`config.mk`:
```
export PLATFORM = sky130hd
export DESIGN_NAME = flashcmd_decoder
export DESIGN_NICKNAME = d
export VERILOG_FILES = /design/src/rtl/flashcmd_pkg.sv /design/src/rtl/flashcmd_classify.sv /design/src/rtl/flashcmd_idsrc.sv /design/src/rtl/flashcmd_decoder.sv
export SDC_FILE = /design/constraint.sdc
export NUM_CORES = 1
export LEC_CHECK = 0
export ABC_CLOCK_PERIOD_IN_PS = 1530
export BUFFER_PORTS_ARGS = -buffer_cell sky130_fd_sc_hd__buf_4
export CORE_AREA = 2 2 77 79
export CTS_CLUSTER_DIAMETER = 50
export CTS_CLUSTER_SIZE = 12
export DETAILED_ROUTE_END_ITERATION = 8
export DIE_AREA = 0 0 79 81
export PLACE_DENSITY = 0.65
export SLEW_MARGIN = 20
export SYNTH_ARGS = -nofsm -noshare
export SYNTH_HDL_FRONTEND = slang
export SYNTH_HIERARCHICAL = 1
export SYNTH_SLANG_ARGS = --single-unit
```
`constraint.sdc`:
```
create_clock -name clk -period 1.53 [get_ports clk]
set_clock_uncertainty 0.05 [all_clocks]
set_input_delay 0.306 -clock clk [delete_from_list [all_inputs] [get_ports clk]]
set_output_delay 0.306 -clock clk [all_outputs]
set_load 0.05 [all_outputs]
```
`src/rtl/flashcmd_pkg.sv`:
```
package flashcmd_pkg;

    typedef enum logic [1:0] {
        M_READ     = 2'd0,
        M_IDENT    = 2'd1,
        M_ERASE_SU = 2'd2,
        M_PROG_SU  = 2'd3
    } mode_e;

    typedef enum logic [2:0] {
        C_READ  = 3'd0,
        C_IDENT = 3'd1,
        C_ERASE = 3'd2,
        C_PROG  = 3'd3,
        C_OTHER = 3'd4
    } cmd_class_e;

endpackage

```
`src/rtl/flashcmd_classify.sv`:
```
module flashcmd_classify
    import flashcmd_pkg::*;
#(
    parameter logic [7:0] READ_A  = 8'h00,
    parameter logic [7:0] READ_B  = 8'hFF,
    parameter logic [7:0] IDENT_A = 8'h80,
    parameter logic [7:0] IDENT_B = 8'h90,
    parameter logic [7:0] ERASE_C = 8'h30,
    parameter logic [7:0] PROG_A  = 8'h10,
    parameter logic [7:0] PROG_B  = 8'h50
) (
    input  logic [7:0] byte_in,
    output cmd_class_e cls
);

    always_comb begin
        if (byte_in == READ_A || byte_in == READ_B)
            cls = C_READ;
        else if (byte_in == IDENT_A || byte_in == IDENT_B)
            cls = C_IDENT;
        else if (byte_in == ERASE_C)
            cls = C_ERASE;
        else if (byte_in == PROG_A || byte_in == PROG_B)
            cls = C_PROG;
        else
            cls = C_OTHER;
    end

endmodule

```
`src/rtl/flashcmd_idsrc.sv`:
```
module flashcmd_idsrc #(
    parameter logic [7:0] MFR_CODE    = 8'h01,
    parameter logic [7:0] DEV_CODE    = 8'h29,
    parameter bit         PARITY_FILL = 1'b1
) (
    input  logic       enable,
    input  logic       sel,
    output logic [7:0] code_out
);

    logic [7:0] raw;

    always_comb raw = sel ? DEV_CODE : MFR_CODE;

    generate
        if (PARITY_FILL) begin : g_parity
            // bit 7 chosen so the whole byte has an odd number of ones
            always_comb code_out = enable ? {~^raw[6:0], raw[6:0]} : 8'h00;
        end else begin : g_plain
            always_comb code_out = enable ? raw : 8'h00;
        end
    endgenerate

endmodule

```
`src/rtl/flashcmd_decoder.sv`:
```
module flashcmd_decoder
    import flashcmd_pkg::*;
#(
    parameter int         ADDR_W   = 18,
    parameter logic [7:0] MFR_CODE = 8'h01,
    parameter logic [7:0] DEV_CODE = 8'h29
) (
    input  logic              clk,
    input  logic              rst_n,
    input  logic              prog_en,
    input  logic              seq_busy,
    input  logic              wr_valid,
    input  logic [ADDR_W-1:0] wr_addr,
    input  logic [7:0]        wr_data,
    input  logic              id_addr_lsb,
    output logic              read_ident,
    output logic [7:0]        id_data,
    output logic              prog_start,
    output logic              erase_start,
    output logic [ADDR_W-1:0] start_addr,
    output logic [7:0]        start_data
);

    typedef struct packed {
        mode_e             mode;
        logic              prog_start;
        logic              erase_start;
        logic [ADDR_W-1:0] addr;
        logic [7:0]        data;
    } state_t;

    state_t     st_d, st_q;
    cmd_class_e cls;
    logic       accept;

    flashcmd_classify u_classify (
        .byte_in (wr_data),
        .cls     (cls)
    );

    flashcmd_idsrc #(
        .MFR_CODE    (MFR_CODE),
        .DEV_CODE    (DEV_CODE),
        .PARITY_FILL (1'b1)
    ) u_idsrc (
        .enable   (st_q.mode == M_IDENT),
        .sel      (id_addr_lsb),
        .code_out (id_data)
    );

    always_comb accept = wr_valid && prog_en && !seq_busy;

    always_comb begin
        st_d             = st_q;
        st_d.prog_start  = 1'b0;
        st_d.erase_start = 1'b0;
        if (!prog_en) begin
            st_d.mode = M_READ;
        end else if (accept) begin
            unique case (st_q.mode)
                M_PROG_SU: begin
                    st_d.prog_start = 1'b1;
                    st_d.addr       = wr_addr;
                    st_d.data       = wr_data;
                    st_d.mode       = M_READ;
                end
                M_ERASE_SU: begin
                    if (cls == C_ERASE) begin
                        st_d.erase_start = 1'b1;
                        st_d.addr        = wr_addr;
                        st_d.data        = wr_data;
                    end
                    st_d.mode = M_READ;
                end
                default: begin
                    case (cls)
                        C_READ:  st_d.mode = M_READ;
                        C_IDENT: st_d.mode = M_IDENT;
                        C_ERASE: st_d.mode = M_ERASE_SU;
                        C_PROG:  st_d.mode = M_PROG_SU;
                        default: st_d.mode = st_q.mode;
                    endcase
                end
            endcase
        end
    end

    always_ff @(posedge clk or negedge rst_n) begin
        if (!rst_n) begin
            st_q <= '{mode: M_READ, prog_start: 1'b0, erase_start: 1'b0,
                      addr: '0, data: 8'h00};
        end else begin
            st_q <= st_d;
        end
    end

    always_comb begin
        read_ident  = (st_q.mode == M_IDENT);
        prog_start  = st_q.prog_start;
        erase_start = st_q.erase_start;
        start_addr  = st_q.addr;
        start_data  = st_q.data;
    end

endmodule

```
# Word level (Yosys, flattened, before mapping)
# Cells that the tools add are included.
# totals
register_bits	30
output_inout_bits	37
input_bits	32
# op_classes
n_mux	15
n_reduce_logical	13
eq_ne	15
# op_table
cell	n
$pmux 26 s2	1
$mux 30	1
$mux 28	1
$mux 27	1
$eq 8x8->1 const B	3
$mux 3	4
$eq 8x5->1 const B	1
$eq 8x6->1 const B	1
$eq 8x7->1 const B	1
$logic_not 8->1	1
$mux 8	1
$pmux 2 s4	1
$reduce_xnor 7->1	1
$eq 3x2->1 const B	2
$mux 6	1
$ne 6x2->1 const B	1
$eq 2x2->1 const B	2
$mux 2	2
$reduce_and 4->1	1
$eq 3x1->1 const B	1
$logic_not 3->1	1
$logic_or 1x1->1	3
$eq 2x1->1 const B	1
$logic_and 1x1->1	2
other kinds (7)	8

# Longest topological paths before layout
# logic_depth
depth_word	11
mapped_depth	7
depth_no_buf	6

# Modules after synthesis
# Netlist, hierarchy kept.
# modules_own_cells
module	cells_per_inst	area_each_um2	seq_area_each_um2	instances
flashcmd_decoder	100	1477.7	750.7	1
flashcmd_classify	11	77.6	0.0	1
flashcmd_idsrc	9	62.6	0.0	1

# Least setup slack after synthesis
# No wires, ideal clock.
# synth_path
kind	input port to flip-flop
from	input port wr_data[1]
to	register st_q (netlist bit start_addr[0])
path_slack_ns	-0.650
setup_ns	0.125
t_arrival_ns	2.005
cell_stages	7
cell_sequence	or4_4 > a211oi_2 > nor3_1 > nor3b_2 > o21ai_4 > buf_12 > mux2_4
# synth_between
elab_chain_cells	9
# synth_lines
item	line	text
start: declaration	flashcmd_decoder.sv:14	input logic [7:0] wr_data,
$eq 8x5->1 or $eq 8x7->1 (tied branches)	flashcmd_classify.sv:23	else if (byte_in == PROG_A || byte_in == PROG_B)
$logic_or 1x1->1	flashcmd_classify.sv:23	
$mux 3	flashcmd_classify.sv:23	
$mux 3	flashcmd_classify.sv:21	else if (byte_in == ERASE_C)
$mux 3	flashcmd_classify.sv:19	else if (byte_in == IDENT_A || byte_in == IDENT_B)
$mux 3 *	flashcmd_classify.sv:17	if (byte_in == READ_A || byte_in == READ_B)
net cls[2]	flashcmd_decoder.sv:33	cmd_class_e cls;
$eq 3x2->1 *	flashcmd_decoder.sv:68	if (cls == C_ERASE) begin
$ne 2x2->1 (no line) *	--	
$reduce_and 4->1 (no line) *	--	
end signal: assignment	flashcmd_decoder.sv:90	st_q <= '{mode: M_READ, prog_start: 1'b0, erase_start: 1'b0,
end signal: assignment	flashcmd_decoder.sv:93	st_q <= st_d;
end: declaration	flashcmd_decoder.sv:32	state_t st_d, st_q;
# The timed path passes the listed nets; every way through them passes the cells marked *.
# A chain may end at the register's enable or synchronous reset.

# Worst setup path after layout
# layout_path
from	input port wr_data[1]
to	register st_q (netlist bit start_addr[11])
# The elaborated chain is that of the path after synthesis.

==> out/qor.txt <==
outcome = finished with violations
failing checks = setup timing
most frequent cells in the layout = buf_4 (69), dfrtp_1 (29), mux2_4 (20)
Fmax = 0.504 GHz
hpwl dp = 2240 um
global-route wire length before repair = 4680 um
largest net degree at the start of global routing = 31
max cap viols = 0
met1 Resource Use GR = 0.127
Crit Reg-Reg Endpoint = start_data[3]$_DFFE_PN0P_
num rows = 28
Std-Cell Core Area = 5680 um2
Clock H-tree levels = 2
slowest stage cell, crit path = or4_4
Clock Pin Slew Worst Setup and Hold Paths = 0.06 ns
fin. max-slew vios = 0
syn avg cell area = 13.5 um2
Critical Path Max Stage Delay = 0.58 ns
worst setup margin = -0.456 ns
Arr. time, crit path = 2.09 ns
top area cells in the synthesized netlist = dfrtp_1 (46%), mux2_4 (19%), buf_4 (15%), mux2_2 (4.2%), buf_12 (2.5%)
synthesized instance count = 120
final non-filler cell total = 250
CP Launch Point = wr_data[1]
initial antenna violation count = 0
r2r setup slk = 0.01 ns
Place WS = -0.818 ns
Worst setup SP type = input port
Worst path most repeated cell = nor3_2
clock sinks = 30
worst vdd ir = 0.242 mV
cells on worst reg2reg path = 5
total clock buffers created by CTS = 5
area added between synthesis and finish = 37.4%
GRT Total Usage = 0.0989
Most Crowded Layer GR = met2
Tcrit/Tclk final = 1.30
die height = 81 um
WL/cell = 12.0 um
# setup viols final = 31
Synthesis Warnings = 6
Final #Nets = 207
Starting Density = 0.285
Die Area = 6400 um2
critical path, cell by cell = buf_6, or4_4, nor3_2, nor3_2, nor3b_4, o21ai_4, buf_12, mux2_4
CP max FO = 21
clk root buf = clkbuf_8
Ant. Diodes = 0
Reg-to-Reg Start = st_q[29]$_DFFE_PN0P_
hold path depth = 2
stages on the worst setup path = 8
CP Capture Type = register
cell count after placement = 238
Seq/Total Area, Yosys = 0.464
CP required = 1.63 ns
CTS tree = done
DRT antenna net count = 0
asr flop ratio synth = 1.00
vias in the first global route = 917
RSZ-0062 raised after global routing = yes
Via-to-Cell Ratio = 4.02
Leakage = 1.18 nW
GRT overflow = 0
met3 usage = 0.0378
chip width = 79 um
RD Place Congestion = 0.673
number of synthesized flops with an enable pin = 0
WP buf/inv = 2
clock buffer depth = 2
synth unique cells = 26
vias after detailed routing = 1006
Final TNS setup = -11.40 ns
Clock Latency Late Sink = 0.27 ns
P per Cell Area = 684 nW/um2
crit path kind = in2reg
post-synth top area share = 0.464
register bit total from synthesis = 30
Period minus WS final = 1.99 ns
met2 GRT Util = 0.142
Port Buf Inserts = 63
top_reg_cell synth = dfrtp_1
Tightest Hold Check Type = in2reg
most common cell after layout, fill and taps aside = buf_4
Synth area leader = dfrtp_1
CP top delay family = simple AND/OR/NAND/NOR gates
drt pass-1 iters = 4
1st-iter DRT viols = 24
routed wire length = 2990 um
share of cells above drive strength 1 = 0.714
mapped cell area = 1620 um2
Worst Setup EP = start_addr[11]$_DFFE_PN0P_
Final Hold Fails = 0
Top Ports = 69
DRC = 0
routing by layer:
layer / up-vias / wire length [um]
met5: - / 0
met4: 0 / 73
met3: 6 / 241
met2: 44 / 1420
met1: 474 / 1250
li1: 482 / -
logic make-up (layout without fill, tap and decap cells):
kind of cell / after synthesis / in the layout / share of synthesized area
AOI/OAI and AO/OA: 6 / 6 / 0.0371
buffers and inverters: 36 / 87 / 0.180
DFF: 30 / 30 / 0.464
muxes: 27 / 27 / 0.234
other: 1 / 5 / 0.00232
and+or+nand+nor: 20 / 20 / 0.0828
registers in the layout, indices dropped and copies added, names as in the netlist:
signal       flops
erase_start      1
prog_start       1
st_q             2
start_addr      18
start_data       8
how the worst min path moves through the flow:
stage | startpoint | end | slack [ns]
final | wr_addr[3] | start_addr[3]$_DFFE_PN0P_ | 0.21
after global routing | wr_addr[0] | start_addr[0]$_DFFE_PN0P_ | 0.18
after CTS | wr_addr[14] | start_addr[14]$_DFFE_PN0P_ | 0.20
after detailed placement | rst_n | start_addr[0]$_DFFE_PN0P_ | 0.21
after global placement | rst_n | start_addr[5]$_DFFE_PN0P_ | 0.21
after floorplan | rst_n | erase_start$_DFF_PN0_ | -0.04
repair_timing:
| item | in CTS | in global routing |
|---|---|---|
| pin swaps | 4 | 1 |
| hold buffers | 1 | 0 |
| endpoints found under the setup margin | 31 | 33 |
| hold endpoints to repair | 30 | 0 |
| setup buffers | 5 | 0 |
| gates resized for setup | 14 | 4 |
| cloned | 0 | 0 |
cell type report:
class,count,area (um2)
multi-input combinational,58,641
timing repair buffer,79,653
inverter,1,3.75
fill,554,3450
sequential,30,752
tap,75,93.8
clock inverter,2,10.0
clock buffer,5,68.8
power by group:
group / internal (mW) / total, mW / switching (mW)
sequential: 0.794 / 0.794 / 0.0000147
clock: 0.304 / 0.573 / 0.269
combinational: 0.0750 / 0.154 / 0.0787
total: 1.17 / 1.52 / 0.348
worst reg2reg max path, stage by stage, from the launching register on:
cell     delay [ns]
dfrtp_1        0.38
buf_4          0.15
and4b_4        0.20
o21ai_4        0.08
buf_12         0.21
mux2_2         0.35
Yosys cell counts, types with 2 or more instances:
| library cell | number |
|---|---|
| nor3_1 | 2 |
| mux2_4 | 20 |
| a211oi_1 | 2 |
| nand2_1 | 2 |
| nor2_1 | 3 |
| dfrtp_1 | 30 |
| buf_4 | 33 |
| nand2b_1 | 2 |
| buf_12 | 2 |
| nand4_1 | 2 |
| mux2_2 | 6 |
| nor2b_1 | 2 |
metrics by stage:
stage | power [mW] | hold WS, ns | utilization | instance area [um2]
finish | 1.52 | 0.206 | 0.392 | 2220
global route | 1.62 | 0.184 | 0.392 | 2220
CTS | 1.56 | 0.195 | 0.388 | 2200
detailed placement | 0.954 | 0.210 | 0.357 | 2030
global placement | 0.954 | 0.213 | 0.357 | 2030
floorplan | 0.859 | -0.0396 | - | 1660
(Power assumes the default switching activity.)
